File: config.mk
export PLATFORM = sky130hd
export DESIGN_NAME = daq_frame_qualifier
export DESIGN_NICKNAME = d
export VERILOG_FILES = /design/src/rtl/daq_frame_qualifier.sv
export SDC_FILE = /design/constraint.sdc
export NUM_CORES = 1
export LEC_CHECK = 0
export CAP_MARGIN = 10
export CORE_ASPECT_RATIO = 1.75
export CORE_UTILIZATION = 52
export CTS_BUF_LIST = sky130_fd_sc_hd__clkbuf_8
export DETAILED_ROUTE_END_ITERATION = 10
export DONT_BUFFER_PORTS = 1
export PLACE_DENSITY = 0.65
export SYNTH_ARGS = -nofsm -noshare
export SYNTH_HDL_FRONTEND = slang
export SYNTH_SLANG_ARGS = --single-unit
File: constraint.sdc
create_clock -name clk -period 3.7 [get_ports clk]
set_clock_uncertainty 0.2 [all_clocks]
set_input_delay 0.185 -clock clk [delete_from_list [all_inputs] [get_ports clk]]
set_output_delay 0.185 -clock clk [all_outputs]
set_load 0.02 [all_outputs]
File: src/rtl/daq_frame_qualifier.sv
module daq_frame_qualifier #(
  parameter int CLK_MHZ   = 125,
  parameter int WIN_US    = 500,
  parameter int OFFSET_US = 250,
  parameter int DLY_W     = 24
) (
  input  logic             clk,
  input  logic             rst_n,
  input  logic             run_trig,
  input  logic             daq_trig,
  input  logic [DLY_W-1:0] run_delay,
  output logic             frame_save,
  output logic             late_err,
  output logic [DLY_W:0]   daq_delay
);

  localparam int WIN_CYC = CLK_MHZ * WIN_US;
  localparam int OFF_CYC = CLK_MHZ * OFFSET_US;
  localparam int AGE_W   = $clog2(WIN_CYC + 1);
  localparam logic [AGE_W-1:0] AGE_LAST = AGE_W'(WIN_CYC);
  localparam logic [DLY_W:0]   OFF_V    = (DLY_W+1)'(OFF_CYC);

  logic             open_q;
  logic             used_q;
  logic             save_q;
  logic             err_q;
  logic [AGE_W-1:0] age_q;

  wire accept = daq_trig && !run_trig && open_q && !used_q;
  wire refuse = daq_trig && (run_trig || !open_q);

  always_ff @(posedge clk or negedge rst_n) begin
    if (!rst_n) begin
      open_q <= 1'b0;
      used_q <= 1'b0;
      save_q <= 1'b0;
      err_q  <= 1'b0;
      age_q  <= '0;
    end else begin
      err_q <= refuse;
      if (run_trig) begin
        open_q <= 1'b1;
        used_q <= 1'b0;
        save_q <= 1'b0;
        age_q  <= AGE_W'(1);
      end else begin
        if (accept) begin
          used_q <= 1'b1;
          save_q <= 1'b1;
        end
        if (open_q) begin
          if (age_q == AGE_LAST) open_q <= 1'b0;
          else                   age_q  <= age_q + AGE_W'(1);
        end
      end
    end
  end

  assign frame_save = save_q;
  assign late_err   = err_q;
  assign daq_delay  = {1'b0, run_delay} + OFF_V;

endmodule

==> metrics, run 1 <==
syn nets 197; # Post-CTS Setup Buffers 0; worst max-slew margin expressed relative to the limit 0.385; Synth Register Bits 19; Syn Std Cell Area 1570 um^2; drt wl/cell 16.2 um; hold buffer count at CTS 3; Area Growth Syn to Fin 4.22%; final wirelength 3150 um; Resized Gates After CTS 0; max-slew violation count 0; average footprint of a synthesized cell 9.47 um^2; CTS H-Tree Depth 1; maximum clock rate 0.411 GHz; share of layout cells above drive strength 1 0.163; net count reported at finish 198; unrepaired setup endpoints after global routing no; DIE HEIGHT 74.8 um; Clk Latency, worst-skew pair 0.26 ns; fin area 1640 um^2; most used cells in the layout excluding fill and tap cells 19 x sky130_fd_sc_hd__dfrtp_1, 13 x sky130_fd_sc_hd__xnor2_1, 11 x sky130_fd_sc_hd__nand2_1, 11 x sky130_fd_sc_hd__nor2_1, 11 x sky130_fd_sc_hd__a21oi_1; final-layout setup total negative slack 0 ns; violation count after the first detailed-route iteration 40; DRC Markers 14; internal power 0.000314 W; total die area 3260 um^2; IO Port Bufs 0; Max Fanout on Critical Path 16; core region area 2900 um^2; number of max-cap violations 0; routed via count 1,269; power share of the clock group 0.315; net switching power 0.000138 W; clock root cell sky130_fd_sc_hd__clkbuf_8; number of antenna violations at the first check in global routing 0; final worst path period need 2.43 ns; portion of total power attributed to sequential cells 0.485; Switching Share 0.305; outcome finished, violations left; violated checks design-rule violations, negative hold slack; P per Cell Area 276 nW/um^2; TritonCTS Sinks 19; sequential cell area fraction in the yosys report 0.302; Critical Path RT 3.64 ns; maximum number of pins on one net before global-route repair 21; actual slew at the worst max-slew pin 0.911 ns; Cells after Synth 166; worst-case clock buffer depth 2; Max VDD drop 0.000330 V; I/O pin total 55; combined global-route utilization of all metal layers 0.200; die width 43.6 um; crit end category flop; share of the core filled with cells in the final layout 0.566; critical path data arrival time 2.37 ns; Critical Setup Path Class flop to flop; final number of hold-violating endpoints 2; number of diodes 0; Initial Utilization 0.543; async set-reset flop share out of synthesis 1.00; CTS clock-pin slew for the worst setup and hold paths 0.07 ns; share of the clock period used by the worst path after layout 0.657; leakage dissipation 0.656 nW; count of endpoints failing setup in the final report 0; final weighted congestion in routability-driven placement 0.768; combinational group share of total power 0.200; DP HPWL 2450 um; TritonCTS clock tree yes; most common library cell in the layout ignoring fill and taps sky130_fd_sc_hd__dfrtp_1; wire length of the first global-routing pass 4820 um; hold slack final -0.00362 ns; global route total overflow 0; worst hold path class input pin to flop; Detailed Routing Iterations Pass 1 8; Yosys warnings 0; number of vias per cell 6.54; number of enable flip-flop cells after synthesis 0; antenna-violating nets left 0; total CTS buffers 3; cell area reported after detailed placement 1560 um^2; synth unique cells 48; number of filler instances in the final layout 272; Startpoint Class flop; via count of the first global-routing pass 1,155; predominant post-synthesis flop cell sky130_fd_sc_hd__dfrtp_1; row count 26
[synthesized netlist by cell type (2+ instances only)]
| cell | n | share of area |
|---|---|---|
| sky130_fd_sc_hd__nor2b_1 | 5 | 0.020 |
| sky130_fd_sc_hd__ha_1 | 3 | 0.024 |
| sky130_fd_sc_hd__and4_1 | 3 | 0.017 |
| sky130_fd_sc_hd__o31ai_1 | 7 | 0.033 |
| sky130_fd_sc_hd__mux2_4 | 5 | 0.048 |
| sky130_fd_sc_hd__or3_1 | 2 | 0.0080 |
| sky130_fd_sc_hd__a31o_2 | 2 | 0.011 |
| sky130_fd_sc_hd__nand4_1 | 3 | 0.012 |
| sky130_fd_sc_hd__xnor2_1 | 13 | 0.072 |
| sky130_fd_sc_hd__a21oi_1 | 11 | 0.035 |
| sky130_fd_sc_hd__clkbuf_1 | 3 | 0.0072 |
| sky130_fd_sc_hd__nor4b_2 | 2 | 0.019 |
| sky130_fd_sc_hd__dfrtp_1 | 19 | 0.30 |
| sky130_fd_sc_hd__and2_1 | 3 | 0.012 |
| sky130_fd_sc_hd__buf_6 | 2 | 0.014 |
| sky130_fd_sc_hd__or4_2 | 7 | 0.039 |
| sky130_fd_sc_hd__xor2_1 | 9 | 0.050 |
| sky130_fd_sc_hd__inv_1 | 6 | 0.014 |
| sky130_fd_sc_hd__nand3_1 | 9 | 0.029 |
| sky130_fd_sc_hd__nor2_1 | 11 | 0.026 |
| sky130_fd_sc_hd__buf_2 | 2 | 0.0064 |
| sky130_fd_sc_hd__o21ai_0 | 3 | 0.0095 |
| sky130_fd_sc_hd__nand2_1 | 11 | 0.026 |
[through the flow]
stage / worst slack (ns) / total power, W / std cells
after floorplan: 1.56 / 0.000301 / 166
after global placement: 1.33 / 0.000302 / 187
after detailed placement: 1.29 / 0.000305 / 187
after CTS: 1.28 / 0.000457 / 194
after global routing: 1.18 / 0.000472 / 194
final: 1.27 / 0.000452 / 194
[metal layers]
metal | vias to the layer above | routed length, um | GRT usage
li1 | 610 | - | -
met1 | 618 | 1120 | 0.191
met2 | 37 | 1870 | 0.410
met3 | 4 | 107 | 0.0144
met4 | 0 | 53 | 0.0938
met5 | - | 0 | 0
[state kept, by name (all words and copies together) (netlist names)]
signal      cells
late_err        1
age_q          16
frame_save      1
open_q          1
[power by group through the flow]
stage,Combinational [W],Sequential [W],Clock [W]
floorplan,0.0000792,0.000222,0
global placement,0.0000792,0.000223,0
detailed placement,0.0000812,0.000224,0
CTS,0.0000915,0.000219,0.000146
global route,0.0000986,0.000220,0.000153
finish,0.0000904,0.000219,0.000142
[final cells by class]
class / count / area [um^2] / share of cell area
inverters: 6 / 22.5 / 0.0137
clock inverters: 1 / 3.75 / 0.00229
repair buffers: 4 / 37.5 / 0.0229
well taps: 28 / 35.0 / 0.0214
multi-input cells: 133 / 1020 / 0.624
flip-flops and latches: 19 / 475 / 0.290
clock buffers: 3 / 41.3 / 0.0252
[cells by family (layout without fill, tap and decap cells)]
logic type      count (synthesis)  in the layout  synth area share
fa+ha+maj                       3              3            0.0239
mux                             6              6            0.0541
buf+inv                        14             14            0.0469
simple gates                   69             69             0.296
xor+xnor                       22             22             0.123
flops                          19             19             0.302
compound gates                 33             33             0.154
[final timing paths]
kind / from / to / slack, ns / depth (start not counted)
setup / recovery: age_q[11] / age_q[9] / 1.27 / 5
hold / removal: run_trig / age_q[7] / -0.004 / 2
hold reg to reg: age_q[10] / age_q[10] / 0.37 / 2
min in group asynchronous: rst_n / open_q / 0.29 / 1
setup reg to reg: age_q[11] / age_q[9] / 1.27 / 5
max in group asynchronous: rst_n / age_q[9] / 2.48 / 1
[critical path: stages (launching register included)]
cell	delay, ns
sky130_fd_sc_hd__dfrtp_1	0.42
sky130_fd_sc_hd__or4b_4	0.59
sky130_fd_sc_hd__nor4_4	0.45
sky130_fd_sc_hd__buf_4	0.28
sky130_fd_sc_hd__nor4b_2	0.08
sky130_fd_sc_hd__mux2_4	0.30
(Power assumes the default switching activity.)
==> inputs of run 2 (changes only) <==
PLACE_DENSITY = 0.68   (was 0.65)
clock period = 2.1 ns   (was 3.7 ns; I/O delays follow)
==> run 2 against run 1 <==
First-iteration DRC count grew 35%. Design area grew 24%. Sequential power grew 75%. Critical path depth is the same. Sequential share of layout area shrank 5.6 points. Critical endpoint is now age_q[13]. Flip-flop and latch count is the same. Final cell count grew 18%. Core utilization grew 14 points. Non-clock buffer count grew 33. The run ends with design-rule violations, negative setup slack left. Worst setup slack lost 1.3 ns. Fmax grew 12%.
==> metrics, run 2 (synthesis results as in run 1) <==
Slowest-stage cell, CP sky130_fd_sc_hd__or4b_4; Startpoint Class flop; total CTS buffers 3 (unchanged); DIE HEIGHT 74.8 um (unchanged); number of diodes 0 (unchanged); crit end category flop; net count reported at finish 232 (+17%); total die area 3260 um^2 (unchanged); TritonCTS Sinks 19 (unchanged); Initial Utilization 0.543 (unchanged); maximum number of pins on one net before global-route repair 22 (+4.8%); share of layout cells above drive strength 1 0.370 (+0.207); worst hold path class input pin to output pin; final wirelength 4130 um (+31%); Clk Latency, worst-skew pair 0.26 ns (about the same); max-slew violation count 0 (unchanged); Place WS -0.0972 ns (-1.39 ns); row count 26 (unchanged); combined global-route utilization of all metal layers 0.256 (+0.0559); max FFs per register 16 (unchanged); Setup WS post-layout -0.0806 ns (-1.35 ns); leakage dissipation 0.855 nW (+30%); routed via count 1,461 (+15%); die width 43.6 um (unchanged); Critical Setup Path Class flop to flop; fin area 2030 um^2 (+24%); Cells after DPL 206 (+10%); antenna-violating nets left 0 (unchanged); end point of the worst hold path daq_delay[0]; final weighted congestion in routability-driven placement 0.851 (+11%); worst-case clock buffer depth 2 (unchanged); via count of the first global-routing pass 1,424 (+23%); global route total overflow 0 (unchanged); violated checks design-rule violations, negative setup slack; number of antenna violations at the first check in global routing 0 (unchanged); Hold Path Depth 0 (-2); Critical Path RT 2.05 ns (-1.59 ns); actual slew at the worst max-slew pin 0.936 ns (+0.0250 ns); drt wl/cell 18.1 um (+12%); R2R Path End age_q[13]; worst path buffer plus inverter count 1 (unchanged); DRC Markers 16 (+2); number of cells in the finished layout apart from fillers 228 (+18%); cell type group with the largest total delay on the critical path simple AND/OR/NAND/NOR gates; share of the clock period used by the worst path after layout 1.04 (+0.381); I/O pin total 55 (unchanged); final number of hold-violating endpoints 0 (-2); count of endpoints failing setup in the final report 9 (+9); worst hold start run_delay[0]; number of vias per cell 6.41 (-2.0%); Crit Reg-Reg Startpoint age_q[6]; share of the core filled with cells in the final layout 0.701 (+0.135); violation count after the first detailed-route iteration 54 (+35%); maximum clock rate 0.459 GHz (+12%); Reg2Reg Setup Slack -0.08 ns (-1.35 ns); number of max-cap violations 0 (unchanged); Max VDD drop 0.000578 V (+75%); ordered list of cells on the worst path or4b_4 -> nor4_4 -> buf_6 -> nor4b_4 -> mux2_4; wire length of the first global-routing pass 6220 um (+29%); outcome finished, violations left; DP HPWL 2810 um (+15%); worst max-slew margin expressed relative to the limit 0.374 (-0.0105); clock root cell sky130_fd_sc_hd__clkbuf_8; Area Growth Syn to Fin 29.1%; Max Fanout on Critical Path 6 (-10); unrepaired setup endpoints after global routing yes; Detailed Routing Iterations Pass 1 8 (unchanged); CTS clock-pin slew for the worst setup and hold paths 0.08 ns (about the same); core region area 2900 um^2 (unchanged); cell area reported after detailed placement 1720 um^2 (+10%); logic depth of the worst register-to-register path 5 (unchanged); IO Port Bufs 0 (unchanged); P per Cell Area 416 nW/um^2 (+51%); biggest cell delay along the critical path 0.60 ns (about the same); CTS H-Tree Depth 1 (unchanged); final worst path period need 2.18 ns (-0.252 ns); most used cells in the layout excluding fill and tap cells 26 x sky130_fd_sc_hd__buf_4, 19 x sky130_fd_sc_hd__dfrtp_1, 12 x sky130_fd_sc_hd__xnor2_1; largest register by flop count age_q; critical path data arrival time 2.13 ns (-0.24 ns); TritonCTS clock tree yes; most common library cell in the layout ignoring fill and taps sky130_fd_sc_hd__buf_4
run 2: cell count changes in the layout (fill, tap and decap cells not counted), moves of 3 or more:
cell,delta
sky130_fd_sc_hd__or4_2,-7
sky130_fd_sc_hd__or4_4,+7
sky130_fd_sc_hd__buf_4,+25
sky130_fd_sc_hd__a21oi_2,+7
sky130_fd_sc_hd__inv_1,-3
sky130_fd_sc_hd__buf_6,+7
sky130_fd_sc_hd__a21oi_1,-7
run 2: how the worst max path moves through the flow:
stage               depth (start not counted)  startpoint         to  slack [ns]
global placement                            7    age_q[1]   age_q[4]       -0.04
global route                                9    age_q[0]   age_q[7]       -0.13
finish                                      5    age_q[6]  age_q[13]       -0.08
CTS                                         5    age_q[7]   age_q[9]       -0.06
detailed placement                          7    age_q[1]   age_q[5]        -0.1
floorplan                                   5    age_q[9]  age_q[15]       -0.03
run 2: stage by stage:
stage	total power, W	hold slack, ns	TNS (ns)
finish	0.000845	0.0100	-0.478
global route	0.000873	0.0101	-1.38
CTS	0.000837	0.0101	-0.422
detailed placement	0.000548	-0.390	-0.836
global placement	0.000543	-0.390	-0.194
floorplan	0.000531	-0.391	-0.126
run 2: repair_timing:
item / CTS / global route
gates cloned: 1 / 0
endpoints found under the setup margin: 15 / 16
pin swaps: 14 / 13
hold buffers: 4 / 0
resized for setup: 14 / 16
setup buffers: 9 / 6
endpoints found under the hold margin: 38 / 0
run 2: where the power goes:
group          switching (W)  internal, W
Combinational       0.000122    0.0000669
Clock               0.000139     0.000134
Sequential         0.0000101     0.000374
run 2: area by class of cell:
cell class / count / area (um^2)
tap: 28 / 35.0
fill: 220 / 865
clock inverter: 1 / 7.51
timing repair buffer: 37 / 314
inverter: 6 / 22.5
sequential: 19 / 475
multi-input combinational: 134 / 1130
clock buffer: 3 / 41.3
run 2: worst register-to-register path: cells and delay by family, from the launching register on:
kind / cells / cell delay [ns]
buf+inv: 1 / 0.19
simple gates: 3 / 0.97
flops: 1 / 0.40
mux: 1 / 0.31
run 2: metal layers:
layer | track usage | part of all wire
met1 | 0.251 | 0.35
met2 | 0.509 | 0.58
met3 | 0.0240 | 0.043
met4 | 0.128 | 0.024
met5 | 0 | 0
==> inputs of run 3 (changes only) <==
CORE_UTILIZATION = 55   (was 52)
PLACE_DENSITY = 0.71   (was 0.68)
==> run 3 against run 2 <==
The run ends with negative setup slack left. Sequential share of layout area up 2.3 points. First-iteration DRC count decreased by 39%. Sequential power hardly changed. Worst setup slack better by 0.021 ns. Largest cell class unchanged. Non-clock buffer count is 13 lower. Global-route usage fell by 1.6 points. Final cell count fell by 6.6%. Total power shrank 0.25%. Design area fell by 9.1%. Core utilization decreased by 2.3 points. Clock power is 2% lower.
==> metrics, run 3 (synthesis results as in run 1) <==
Initial Utilization 0.578 (+0.0347); antenna-violating nets left 0 (unchanged); total area of sequential cells 475 um^2 (unchanged); DRC Markers 0 (-16); max FFs per register 16 (unchanged); leakage dissipation 0.763 nW (-11%); R2R Path End age_q[9]; TritonCTS Sinks 19 (unchanged); worst max-slew margin expressed relative to the limit 0.352 (-0.0220); total CTS buffers 3 (unchanged); maximum clock rate 0.463 GHz (+0.97%); row count 25 (-3.8%); DP HPWL 2600 um (-7.7%); most used cells in the layout excluding fill and tap cells 20 x sky130_fd_sc_hd__buf_4, 19 x sky130_fd_sc_hd__dfrtp_1, 12 x sky130_fd_sc_hd__xnor2_1; drt wl/cell 17.0 um (-6.1%); Setup WS post-layout -0.0597 ns (+0.0209 ns); logic depth of the worst register-to-register path 5 (unchanged); Max Fanout on Critical Path 21 (+15); maximum number of pins on one net before global-route repair 23 (+4.5%); final-layout setup total negative slack -0.251 ns (+0.227 ns); outcome finished, violations left; final number of hold-violating endpoints 0 (unchanged); Critical Setup Path Class flop to flop; violated checks negative setup slack; TritonCTS clock tree yes; Place WS -0.0473 ns (+0.0500 ns); number of max-cap violations 0 (unchanged); Crit Reg-Reg Startpoint age_q[9]; CTS clock-pin slew for the worst setup and hold paths 0.07 ns (about the same); number of cells in the finished layout apart from fillers 213 (-6.6%); Worst setup endpoint age_q[9]; biggest cell delay along the critical path 0.57 ns (-0.03 ns); number of vias per cell 6.46 (+0.81%); net count reported at finish 218 (-6.0%); final worst path period need 2.16 ns (-0.0209 ns); actual slew at the worst max-slew pin 0.969 ns (+0.0330 ns); core region area 2720 um^2 (-6.0%); Clk Latency, worst-skew pair 0.26 ns (about the same); die width 42.4 um (-2.6%); startpoint of the most critical setup path age_q[9]; ordered list of cells on the worst path or4b_4 -> nor4_4 -> buf_12 -> nor4b_2 -> mux2_4; total die area 3090 um^2 (-5.2%); Critical Path RT 2.05 ns (about the same); clock root cell sky130_fd_sc_hd__clkbuf_8; number of antenna violations at the first check in global routing 0 (unchanged); Area Growth Syn to Fin 17.3%; final wirelength 3620 um (-12%); largest register by flop count age_q; worst hold path class input pin to output pin; wire length of the first global-routing pass 5730 um (-7.8%); IO Port Bufs 0 (unchanged); number of filler instances in the final layout 217 (-1.4%); Detailed Routing Iterations Pass 1 4 (-4); max-slew violation count 0 (unchanged); combined global-route utilization of all metal layers 0.241 (-0.0156); Max VDD drop 0.000510 V (-12%); count of endpoints failing setup in the final report 6 (-3); multi-input gate area in the final layout 1070 um^2 (-6.0%); worst-case clock buffer depth 2 (unchanged); critical path data arrival time 2.11 ns (-0.02 ns); share of the clock period used by the worst path after layout 1.03 (-0.00995); P per Cell Area 457 nW/um^2 (+9.8%); global route total overflow 0 (unchanged); DIE HEIGHT 72.7 um (-2.7%); most common library cell in the layout ignoring fill and taps sky130_fd_sc_hd__buf_4; Startpoint Class flop; final weighted congestion in routability-driven placement 0.795 (-6.6%); Slowest-stage cell, CP sky130_fd_sc_hd__or4b_4; I/O pin total 55 (unchanged); unrepaired setup endpoints after global routing yes; routed via count 1,376 (-5.8%); Reg2Reg Setup Slack -0.06 ns (+0.02 ns); number of diodes 0 (unchanged); crit end category flop; Cells after DPL 201 (-2.4%); violation count after the first detailed-route iteration 33 (-39%); via count of the first global-routing pass 1,405 (-1.3%); CTS H-Tree Depth 1 (unchanged); share of layout cells above drive strength 1 0.312 (-0.0582)
run 3: worst min-delay path by stage:
stage                            start           end  slack (ns)  depth (start not counted)
after floorplan                  rst_n      age_q[0]       -0.39                          0
after global placement           rst_n      age_q[4]       -0.39                          0
after detailed placement         rst_n      age_q[4]       -0.39                          0
after CTS                 run_delay[0]  daq_delay[0]        0.01                          0
after global routing      run_delay[0]  daq_delay[0]        0.01                          0
final                     run_delay[0]  daq_delay[0]        0.01                          0
run 3: repair_timing:
action                                  4_1_cts  5_1_grt
endpoints found under the setup margin       12       15
resized for setup                             3        7
pin swaps                                     0        5
buffers inserted                              1        4
endpoints found under the hold margin        38        0
hold buffers                                  3        0
run 3: where the power goes:
| group | internal [W] | switching (W) |
|---|---|---|
| clock | 0.000132 | 0.000134 |
| combinational | 0.0000680 | 0.000123 |
| sequential | 0.000374 | 0.0000116 |
run 3: final cells by class:
cell class	count	area share
multi-input cells	133	0.578
inverters	6	0.0122
clock buffers	3	0.0224
clock inverters	1	0.00271
flip-flops and latches	19	0.258
repair buffers	24	0.108
well taps	27	0.0183
run 3: routing by layer:
layer	track usage	wire length, um	part of all wire	vias up
met5	0	0	0	-
met4	0.115	114	0.032	0
met3	0.0248	127	0.035	10
met2	0.477	2050	0.57	47
met1	0.239	1330	0.37	665
li1	-	-	-	654
run 3: worst max-delay path: cells and delay by family (launching register included):
family / cells / cell delay (ns)
simple gates: 3 / 0.96
mux: 1 / 0.31
flops: 1 / 0.38
buf+inv: 1 / 0.20
run 3: per-stage QoR:
stage	area [um^2]	utilization	power, W	hold slack (ns)
after floorplan	1580	-	0.000531	-0.391
after global placement	1690	0.622	0.000540	-0.390
after detailed placement	1690	0.622	0.000546	-0.390
after CTS	1790	0.657	0.000830	0.0101
after global routing	1850	0.678	0.000877	0.0101
final	1850	0.678	0.000843	0.0100
